<file path="config.mk">
export PLATFORM = sky130hd
export DESIGN_NAME = pwm_center_gen
export DESIGN_NICKNAME = d
export VERILOG_FILES = /design/src/rtl/pwm_ca_pkg.sv /design/src/rtl/pwm_timebase.sv /design/src/rtl/pwm_load_sel.sv /design/src/rtl/pwm_duty_chan.sv /design/src/rtl/pwm_center_gen.sv
export SDC_FILE = /design/constraint.sdc
export NUM_CORES = 1
export LEC_CHECK = 0
export BUFFER_PORTS_ARGS = -buffer_cell sky130_fd_sc_hd__buf_2
export CORE_ASPECT_RATIO = 1.2
export CORE_UTILIZATION = 45
export CTS_BUF_LIST = sky130_fd_sc_hd__clkbuf_4
export DETAILED_ROUTE_END_ITERATION = 7
export GPL_TIMING_DRIVEN = 0
export MAX_ROUTING_LAYER = met4
export PLACE_DENSITY = 0.66
export SLEW_MARGIN = 20
export SYNTH_ARGS = -nofsm -noshare
export SYNTH_HDL_FRONTEND = slang
export SYNTH_HIERARCHICAL = 1
export SYNTH_SLANG_ARGS = --single-unit
</file>
<file path="constraint.sdc">
create_clock -name clk_i -period 5.1 [get_ports clk_i]
set_input_delay 0.255 -clock clk_i [delete_from_list [all_inputs] [get_ports clk_i]]
set_output_delay 0.255 -clock clk_i [all_outputs]
set_load 0.03 [all_outputs]
</file>
<file path="src/rtl/pwm_ca_pkg.sv">
package pwm_ca_pkg;

    typedef enum logic [1:0] {
        TB_EDGE       = 2'd0,
        TB_CENTER     = 2'd1,
        TB_CENTER_DBL = 2'd2,
        TB_CENTER_ALT = 2'd3
    } tb_mode_e;

    function automatic logic is_edge(input logic [1:0] mode);
        return mode == TB_EDGE;
    endfunction

    function automatic logic has_top_load(input logic [1:0] mode);
        return mode == TB_CENTER_DBL;
    endfunction

endpackage

</file>
<file path="src/rtl/pwm_timebase.sv">
module pwm_timebase
    import pwm_ca_pkg::*;
#(
    parameter int unsigned CNT_W = 15,
    localparam int unsigned POS_W = CNT_W + 1
) (
    input  logic             clk_i,
    input  logic             rst_ni,
    input  logic             en_i,
    input  logic [1:0]       mode_i,
    input  logic [CNT_W-1:0] period_i,
    output logic [POS_W-1:0] pos_o,
    output logic             dir_o,
    output logic             wrap_o,
    output logic             bottom_o,
    output logic             top_o
);

    typedef struct packed {
        logic [CNT_W-1:0] tmr;
        logic             ph;
        logic             dir;
    } tb_state_t;

    tb_state_t st_d, st_q;

    always_comb begin
        st_d     = st_q;
        wrap_o   = 1'b0;
        bottom_o = 1'b0;
        top_o    = 1'b0;
        if (!en_i) begin
            st_d = '0;
        end else begin
            st_d.ph = ~st_q.ph;
            if (is_edge(mode_i)) begin
                st_d.dir = 1'b0;
            end
            if (st_q.ph) begin
                if (is_edge(mode_i)) begin
                    if (st_q.tmr >= period_i) begin
                        st_d.tmr = '0;
                        wrap_o   = 1'b1;
                    end else begin
                        st_d.tmr = st_q.tmr + 1'b1;
                    end
                end else if (!st_q.dir) begin
                    if (st_q.tmr >= period_i) begin
                        st_d.dir = 1'b1;
                        top_o    = 1'b1;
                    end else begin
                        st_d.tmr = st_q.tmr + 1'b1;
                    end
                end else begin
                    if (st_q.tmr == '0) begin
                        st_d.dir = 1'b0;
                        bottom_o = 1'b1;
                    end else begin
                        st_d.tmr = st_q.tmr - 1'b1;
                    end
                end
            end
        end
    end

    always_ff @(posedge clk_i or negedge rst_ni) begin
        if (!rst_ni) begin
            st_q <= '0;
        end else begin
            st_q <= st_d;
        end
    end

    // falling half walks the half-steps in reverse so each position appears once per half
    assign pos_o = {st_q.tmr, st_q.ph ^ st_q.dir};
    assign dir_o = st_q.dir;

endmodule

</file>
<file path="src/rtl/pwm_load_sel.sv">
module pwm_load_sel
    import pwm_ca_pkg::*;
(
    input  logic       en_i,
    input  logic [1:0] mode_i,
    input  logic       upd_dis_i,
    input  logic       wrap_i,
    input  logic       bottom_i,
    input  logic       top_i,
    output logic       load_o
);

    logic point;

    always_comb begin
        if (is_edge(mode_i)) begin
            point = wrap_i;
        end else begin
            point = bottom_i | (has_top_load(mode_i) & top_i);
        end
        load_o = en_i & ~upd_dis_i & point;
    end

endmodule

</file>
<file path="src/rtl/pwm_duty_chan.sv">
module pwm_duty_chan #(
    parameter int unsigned DUTY_W = 16
) (
    input  logic              clk_i,
    input  logic              rst_ni,
    input  logic              en_i,
    input  logic              imm_i,
    input  logic              wr_hit_i,
    input  logic [DUTY_W-1:0] wr_data_i,
    input  logic              load_i,
    input  logic [DUTY_W-1:0] pos_i,
    output logic [DUTY_W-1:0] shadow_o,
    output logic              pwm_o
);

    typedef struct packed {
        logic [DUTY_W-1:0] dbuf;
        logic [DUTY_W-1:0] shd;
    } chan_state_t;

    chan_state_t cs_d, cs_q;

    always_comb begin
        cs_d = cs_q;
        if (wr_hit_i) begin
            cs_d.dbuf = wr_data_i;
        end
        if (!en_i) begin
            cs_d.shd = cs_d.dbuf;
        end else if (imm_i && wr_hit_i) begin
            cs_d.shd = wr_data_i;
        end else if (load_i) begin
            cs_d.shd = cs_q.dbuf;
        end
    end

    always_ff @(posedge clk_i or negedge rst_ni) begin
        if (!rst_ni) begin
            cs_q <= '0;
        end else begin
            cs_q <= cs_d;
        end
    end

    assign shadow_o = cs_q.shd;
    assign pwm_o    = en_i & (pos_i < cs_q.shd);

endmodule

</file>
<file path="src/rtl/pwm_center_gen.sv">
module pwm_center_gen
    import pwm_ca_pkg::*;
#(
    parameter int unsigned NUM_CH = 4,
    parameter int unsigned DUTY_W = 16,
    localparam int unsigned CNT_W = DUTY_W - 1,
    localparam int unsigned CH_W  = (NUM_CH > 1) ? $clog2(NUM_CH) : 1
) (
    input  logic              clk_i,
    input  logic              rst_ni,
    input  logic              en_i,
    input  logic [1:0]        mode_i,
    input  logic [CNT_W-1:0]  period_i,
    input  logic              upd_dis_i,
    input  logic              imm_i,
    input  logic              wr_en_i,
    input  logic [CH_W-1:0]   wr_ch_i,
    input  logic [DUTY_W-1:0] wr_data_i,
    output logic [NUM_CH-1:0] pwm_o,
    output logic              dir_o
);

    logic [DUTY_W-1:0]        pos_w;
    logic                     wrap_w;
    logic                     bottom_w;
    logic                     top_w;
    logic                     load_w;
    logic [NUM_CH*DUTY_W-1:0] shadow_flat;

    pwm_timebase #(.CNT_W(CNT_W)) u_tb (
        .clk_i    (clk_i),
        .rst_ni   (rst_ni),
        .en_i     (en_i),
        .mode_i   (mode_i),
        .period_i (period_i),
        .pos_o    (pos_w),
        .dir_o    (dir_o),
        .wrap_o   (wrap_w),
        .bottom_o (bottom_w),
        .top_o    (top_w)
    );

    pwm_load_sel u_ld (
        .en_i      (en_i),
        .mode_i    (mode_i),
        .upd_dis_i (upd_dis_i),
        .wrap_i    (wrap_w),
        .bottom_i  (bottom_w),
        .top_i     (top_w),
        .load_o    (load_w)
    );

    for (genvar g = 0; g < NUM_CH; g++) begin : g_ch
        logic hit;
        assign hit = wr_en_i && (wr_ch_i == CH_W'(g));

        pwm_duty_chan #(.DUTY_W(DUTY_W)) u_ch (
            .clk_i     (clk_i),
            .rst_ni    (rst_ni),
            .en_i      (en_i),
            .imm_i     (imm_i),
            .wr_hit_i  (hit),
            .wr_data_i (wr_data_i),
            .load_i    (load_w),
            .pos_i     (pos_w),
            .shadow_o  (shadow_flat[g*DUTY_W +: DUTY_W]),
            .pwm_o     (pwm_o[g])
        );
    end

endmodule

</file>
==> results of run 1 <==
worst max-delay path: stages (launching register included):
cell and delay (ns):
sky130_fd_sc_hd__dfrtp_1 0.51, sky130_fd_sc_hd__ha_1 0.36, sky130_fd_sc_hd__nand4_1 0.15, sky130_fd_sc_hd__nor4_2 0.41, sky130_fd_sc_hd__a2111oi_4 0.11, sky130_fd_sc_hd__nand2_2 0.14
sky130_fd_sc_hd__nand2_1 0.07, sky130_fd_sc_hd__nor2_1 0.12, sky130_fd_sc_hd__nor3_2 0.06, sky130_fd_sc_hd__nor3b_2 0.14, sky130_fd_sc_hd__o21a_1 0.26, sky130_fd_sc_hd__inv_1 0.08
sky130_fd_sc_hd__and3_1 0.16, sky130_fd_sc_hd__buf_2 0.16, sky130_fd_sc_hd__buf_6 0.16, sky130_fd_sc_hd__a22oi_2 0.12, sky130_fd_sc_hd__o21ai_1 0.09
cell type report:
class,instances,area share
Tap cell,256,0.03299
Buffer,50,0.03183
Multi-Input combinational cell,591,0.4341
Timing Repair Buffer,56,0.03738
Antenna cell,1,0.0002578
Clock buffer,17,0.01315
Clock inverter,15,0.01701
Sequential cell,145,0.3738
Inverter,154,0.05954
metrics by stage:
step           area, µm²  worst slack, ns  hold WS, ns  power (mW)  cells
2_1_floorplan       8730            2.329     -0.04059       1.911    940
3_3_place_gp        9275            1.560       0.4876       2.096   1241
3_5_place_dp        9313            1.833       0.2661       2.130   1242
4_1_cts             9706            1.822    0.0001761       2.905   1284
5_1_grt             9708            1.518      0.02004       3.075   1285
6_report            9708            1.872      0.04928       2.863   1285
power groups by stage:
stage | combinational [mW] | clock (mW) | sequential (mW)
finish | 0.680 | 0.754 | 1.43
global route | 0.795 | 0.832 | 1.45
CTS | 0.690 | 0.786 | 1.43
detailed placement | 0.679 | 0 | 1.45
global placement | 0.652 | 0 | 1.44
floorplan | 0.484 | 0 | 1.43
placed cells by master, fill, tap and decap left out, drive strengths merged, types with 3 or more instances in the layout:
cell         count
or4              4
a22oi           64
nor2b           11
a21oi           35
clkbuf          33
a21o             4
inv            163
ha              78
dlygate4sd3     10
and4             9
nor4             8
o21a             3
a221o            9
a21boi           4
nand4           10
dfrtp          145
buf             80
nand3            7
and3            15
nor2            31
o21ai          148
o211ai           4
nand2b           6
a2111oi          7
nor3             8
a31oi            5
clkinv           3
o2111a           4
nand2           89
o31ai            5
sequential cells by signal (all words and copies together), names as in the netlist:
register and flops:
u_tb/st_q 1, g_ch.u_ch/shadow_o 64, u_tb/dir_o 1, u_tb/pos_o 15, g_ch.u_ch/cs_q 64
final timing paths:
check	slack, ns	to
max	1.87	g_ch[1].u_ch/shadow_o[6]$_DFFE_PN0P_
min reg2reg	0.52	g_ch[3].u_ch/shadow_o[13]$_DFFE_PN0P_
max reg2reg	1.87	g_ch[1].u_ch/shadow_o[6]$_DFFE_PN0P_
min	0.05	g_ch[2].u_ch/cs_q[20]$_DFF_PN0_
max in group asynchronous	4.11	g_ch[0].u_ch/shadow_o[11]$_DFFE_PN0P_
min in group asynchronous	0.23	g_ch[2].u_ch/cs_q[20]$_DFF_PN0_
per-layer routing:
layer / wire length, µm / vias to the layer above
met5: 0 / -
met4: 362 / 0
met3: 480 / 29
met2: 10440 / 98
met1: 8623 / 3170
li1: - / 3424
==> impl_summary.txt, run 1 <==
----------------------------------------------------
[Critical path]
  Worst Reg-to-Reg Cells ... 16
  Data arrival time at the worst-slack endpoint ... 3.67 ns
  Critical R2R Launch ... u_tb/pos_o[13]$_DFFE_PN0P_
  Launching element type of the critical path ... register
  Data required, critical path ... 5.55 ns
  CP Class ... register to register
  Crit. Startpoint ... u_tb/pos_o[13]$_DFFE_PN0P_
  Type of destination of the critical path ... register
  Maximum fanout along the worst path ... 10

[STA]
  Post-layout minimum cycle time ... between 3 and 4 ns
  Final Cycle Share ... 0.6330
  Post-Route Skew ... approximately 0.018 ns
  Setup repair after global routing missed its margin ... no
  Setup TNS after final layout ... 0 ns
  Number of pins with negative max-slew slack in the final report ... 0
  Relative slew slack ... 0.5778
  Timing-limited maximum frequency ... 309.8 MHz
  Number of endpoints failing setup at the final stage ... 0
  Slew at the pin closest to its max-slew limit ... 0.6334 ns
  Final number of hold-violating endpoints ... 0

[Clock tree]
  Number of buffers inserted for hold repair after clock tree synthesis ... 10
  Total number of clock tree sinks ... 145
  Number of gates resized after cts ... 0
  Root buffer selected by CTS ... sky130_fd_sc_hd__clkbuf_4
  H-tree lvl count ... 4
  Total CTS buffers ... 17
  Clock transition at the register clock pins on the worst setup and hold paths after CTS ... 0.15 ns
  Post-CTS setup-driven buffer insertion count ... 0
  Clock latency on the worst-skew pair ... ~0.56 ns
  TritonCTS clock tree ... done
  Maximum count of clock buffers along a single path ... 2

[Power and ir drop]
  Share of total power in combinational logic ... 0.238
  Clock network fraction of design power ... 0.263
  Static Leakage ... approximately 4.6 nW
  Sw Pwr ... 982.1 µW
  Worst IR Drop VDD ... between 200 and 250 µV
  Seq pwr share ... 0.499
  Net switching fraction of the power ... 0.3430
  P per Cell Area ... between 200 and 300 mW/mm²
  Internal Dissipation ... ~1.9 mW

[Worst hold path]
  Start point of the worst min-delay path ... wr_data_i[4]
  Class of the most critical hold timing path ... input pin to register
  Worst hold path cell count ... 3

[Layout]
  Share of final-layout standard cells stronger than drive strength 1 ... 0.1673
  Multi-input gate area in the final layout ... around 0.0042 mm²
  Area overhead of the layout relative to synthesis ... 11.21%
  Core occupancy in the finished layout ... 0.5130
  Final net count ... 1134
  Fill cell count ... around 1800
  Seq. cell area ... 0.003628 mm²

[Die]
  Die X-Extent ... around 130 µm
  Area enclosed by the die boundary ... 0.01996 mm²
  Std cell rows ... 55
  Number of primary I/O pins ... 46
  Area of the core ... 0.01892 mm²
  Initial standard-cell utilization of the core ... 0.4613
  Die boundary height ... about 150 µm

[GRT]
  Wire length of the first global-routing pass ... between 30 and 40 mm
  GR Util met1 ... 0.2612
  Global route overflow ... 0
  Routing layer with the top usage in global route ... met2
  Via count of the first global-routing pass ... ~6900
  Met2 global-route usage ... 0.3976
  Maximum number of pins on one net before global-route repair ... between 80 and 90
  Total global-route track usage ... 0.2262
  GRT met3 Usage ... 0.03217
  Initial antenna violation count ... 1

[Routing]
  Routed Antenna Nets ... 0
  Total vias in the final route ... just under 7000
  Post-DR wirelength/cell ... around 15 µm
  Router iterations before antenna repair ... 5
  Total wire length after detailed routing ... between 15 and 20 mm
  Residual DRC ... 0
  Initial detailed-routing violation count ... ~290
  Via count normalized by instance count ... between 5 and 6

[Synthesis]
  Synth Net Count ... approximately 1100
  Post-synthesis instance area ... between 0.008 and 0.009 mm²
  Number of cells produced by synthesis ... 940
  Syn avg cell area ... roughly 9.3 µm²
  Synth warn ... 6

[Place]
  Gpl congestion ... ~0.95
  IO Port Bufs ... 45
  DP Wirelength ... approximately 15 mm

[Run status]
  Run status ... completed

[Run]
  Max-capacitance violation count ... 0

----------------------------------------------------
(Power assumes the default switching activity.)
==> run 2, diff against run 1 <==
==> constraint.sdc (replaced) <==
create_clock -name clk_i -period 3.2 [get_ports clk_i]
set_input_delay 0.16 -clock clk_i [delete_from_list [all_inputs] [get_ports clk_i]]
set_output_delay 0.16 -clock clk_i [all_outputs]
set_load 0.03 [all_outputs]
==> run 2 against run 1 <==
Against the previous run:
- combinational power grew 63%
- total power grew 60%
- first-iteration DRC count grew 15%
- cell area grew 3.0%
- maximum frequency grew 7.5%
- clock power grew 59%
- die area is the same
- register-to-register slack lost 1.7 ns
- hold slack gained 0.040 ns
- critical path type unchanged
- critical endpoint unchanged
- highest routed layer unchanged
==> impl_summary.txt, run 2 (synthesized netlist as in run 1, its figures left out) <==
----------------------------------------------------
[Die]
  Initial standard-cell utilization of the core ... 0.4613
  Area of the core ... ~0.019 mm²
  Area enclosed by the die boundary ... about 0.02 mm²
  Die boundary height ... 154.6 µm
  Std cell rows ... 55
  Die X-Extent ... between 100 and 150 µm
  Number of primary I/O pins ... 46

[Critical path]
  Maximum fanout along the worst path ... 10
  Worst Reg-to-Reg Cells ... 16
  Data arrival time at the worst-slack endpoint ... 3.45 ns
  CP Class ... register to register
  Launching element type of the critical path ... register
  Reg-to-reg slack, setup ... between 0.15 and 0.2 ns
  Type of destination of the critical path ... register
  Critical R2R Launch ... u_tb/pos_o[11]$_DFFE_PN0P_
  Data required, critical path ... between 3 and 4 ns
  FF-to-FF End ... g_ch[1].u_ch/shadow_o[6]$_DFFE_PN0P_

[Clock tree]
  Maximum count of clock buffers along a single path ... 2
  Total CTS buffers ... 17
  Root buffer selected by CTS ... sky130_fd_sc_hd__clkbuf_4
  Clock transition at the register clock pins on the worst setup and hold paths after CTS ... ~0.15 ns
  H-tree lvl count ... 4
  Total number of clock tree sinks ... roughly 150
  Clock latency on the worst-skew pair ... between 0.5 and 0.6 ns
  TritonCTS clock tree ... done

[Place]
  Gpl congestion ... 0.9543
  IO Port Bufs ... between 40 and 50
  DP Wirelength ... around 15 mm
  Total placed cells including tap cells ... 1242

[Layout]
  Fill cell count ... ~1700
  Commonest non-fill, non-tap cell in the layout ... sky130_fd_sc_hd__inv_1
  Cell Count, Final, Fillers Out ... 1311
  Share of final-layout standard cells stronger than drive strength 1 ... 0.1954
  Commonest cells after routing, fill and taps aside ... sky130_fd_sc_hd__inv_1, sky130_fd_sc_hd__dfrtp_1, sky130_fd_sc_hd__o21ai_0
  Final net count ... between 1000 and 1500
  Area overhead of the layout relative to synthesis ... 14.58%

[STA]
  Relative slew slack ... 0.5937
  Slew at the pin closest to its max-slew limit ... just over 0.6 ns
  Worst hold margin ... roughly 0.089 ns
  Post-Route Skew ... ~0.02 ns
  Setup TNS after final layout ... 0 ns
  Final Cycle Share ... 0.9380
  Number of pins with negative max-slew slack in the final report ... 0
  Final number of hold-violating endpoints ... 0
  Number of endpoints failing setup at the final stage ... 0
  Timing-limited maximum frequency ... ~330 MHz
  Post-layout minimum cycle time ... 3.002 ns

[Routing]
  Post-DR wirelength/cell ... about 16 µm
  Total vias in the final route ... approximately 6800
  Initial detailed-routing violation count ... approximately 330
  Via count normalized by instance count ... roughly 5.2
  Total wire length after detailed routing ... between 20 and 25 mm
  Routed Antenna Nets ... 0
  Router iterations before antenna repair ... 4
  Residual DRC ... 0

[Worst hold path]
  Start point of the worst min-delay path ... wr_en_i
  Worst hold path cell count ... 3
  Hold path endpoint ... g_ch[3].u_ch/cs_q[28]$_DFF_PN0_
  Class of the most critical hold timing path ... input pin to register

[GRT]
  Wire length of the first global-routing pass ... approximately 34 mm
  Via count of the first global-routing pass ... 6938
  Maximum number of pins on one net before global-route repair ... a little over 80
  Total global-route track usage ... 0.2275
  Global route overflow ... 0
  Initial antenna violation count ... 1

[Run status]
  Run status ... completed

[Power and ir drop]
  P per Cell Area ... ~460 mW/mm²
  Static Leakage ... 4.722 nW
  Worst IR Drop VDD ... between 300 and 400 µV
  Total power ... ~4.6 mW

[Run]
  Max-capacitance violation count ... 0

----------------------------------------------------
-- run 2: cell types whose count changed in the layout (fill, tap and decap cells not counted), sizes merged --
cell         previous run  this run
buf                    80        95
dlygate4sd3            10        19
clkbuf                 33        35
-- run 2: power breakdown --
| group | switching, mW | total [mW] | leakage [nW] | internal, mW |
|---|---|---|---|---|
| logic | 0.646 | 1.11 | 2.78 | 0.467 |
| registers | 0.154 | 2.28 | 1.79 | 2.12 |
| clock network | 0.778 | 1.20 | 0.153 | 0.424 |
-- run 2: timing repair --
action                                  CTS  global route
setup buffers                             0            17
endpoints found under the setup margin   40            64
hold buffers                             19             0
pin swaps                                 0             6
hold endpoints to repair                189             0
resized for setup                         2            22
-- run 2: worst max-delay path by stage --
stage          slack [ns]                                    end                        from  cells after the start
4_1_cts              0.01   g_ch[1].u_ch/shadow_o[6]$_DFFE_PN0P_  u_tb/pos_o[13]$_DFFE_PN0P_                     16
6_report             0.20   g_ch[1].u_ch/shadow_o[6]$_DFFE_PN0P_  u_tb/pos_o[11]$_DFFE_PN0P_                     16
5_1_grt             -0.04   g_ch[0].u_ch/shadow_o[3]$_DFFE_PN0P_  u_tb/pos_o[13]$_DFFE_PN0P_                     16
2_1_floorplan        0.43  g_ch[1].u_ch/shadow_o[10]$_DFFE_PN0P_  u_tb/pos_o[13]$_DFFE_PN0P_                     16
3_5_place_dp        -0.07   g_ch[1].u_ch/shadow_o[6]$_DFFE_PN0P_  u_tb/pos_o[13]$_DFFE_PN0P_                     16
3_3_place_gp        -0.24        g_ch[0].u_ch/cs_q[31]$_DFF_PN0_                      rst_ni                      1
-- run 2: per-stage QoR --
step	utilization	instance area, µm²	setup slack, ns
2_1_floorplan	-	8730	0.4292
5_1_grt	0.5285	10000	-0.03608
3_5_place_dp	0.4921	9313	-0.06671
3_3_place_gp	0.4901	9275	-0.2446
4_1_cts	0.5181	9806	0.01363
6_report	0.5285	10000	0.1984
-- run 2: per-layer routing --
layer  up-vias  global-route usage  share of wire
met4         0             0.07731          0.020
met3        28             0.03217          0.023
met1      3243              0.2621           0.43
li1       3481                   -              -
met5         -                   -              0
met2        92              0.4012           0.52
-- run 2: worst max-delay path, stage by stage (launching register included) --
cell and delay, ns:
sky130_fd_sc_hd__dfrtp_2 0.46, sky130_fd_sc_hd__ha_1 0.32, sky130_fd_sc_hd__nand4_1 0.16, sky130_fd_sc_hd__nor4_4 0.35, sky130_fd_sc_hd__a2111oi_4 0.08, sky130_fd_sc_hd__nand2_2 0.16
sky130_fd_sc_hd__nand2_1 0.08, sky130_fd_sc_hd__nor2_2 0.10, sky130_fd_sc_hd__nor3_2 0.06, sky130_fd_sc_hd__nor3b_2 0.14, sky130_fd_sc_hd__o21a_2 0.22, sky130_fd_sc_hd__inv_1 0.07
sky130_fd_sc_hd__and3_1 0.16, sky130_fd_sc_hd__clkbuf_4 0.17, sky130_fd_sc_hd__buf_12 0.16, sky130_fd_sc_hd__a22oi_2 0.11, sky130_fd_sc_hd__o21ai_1 0.09
-- run 2: cell type report --
cell class	count	area, µm²	share of cell area
multi-input combinational	591	4258	0.4257
clock inverter	15	165.2	0.01651
tap	256	320.3	0.03202
inverter	154	578.1	0.05779
antenna	1	2.502	0.0002502
buffer	50	330.3	0.03302
sequential	145	3640	0.3639
timing repair buffer	82	580.6	0.05804
clock buffer	17	127.6	0.01276
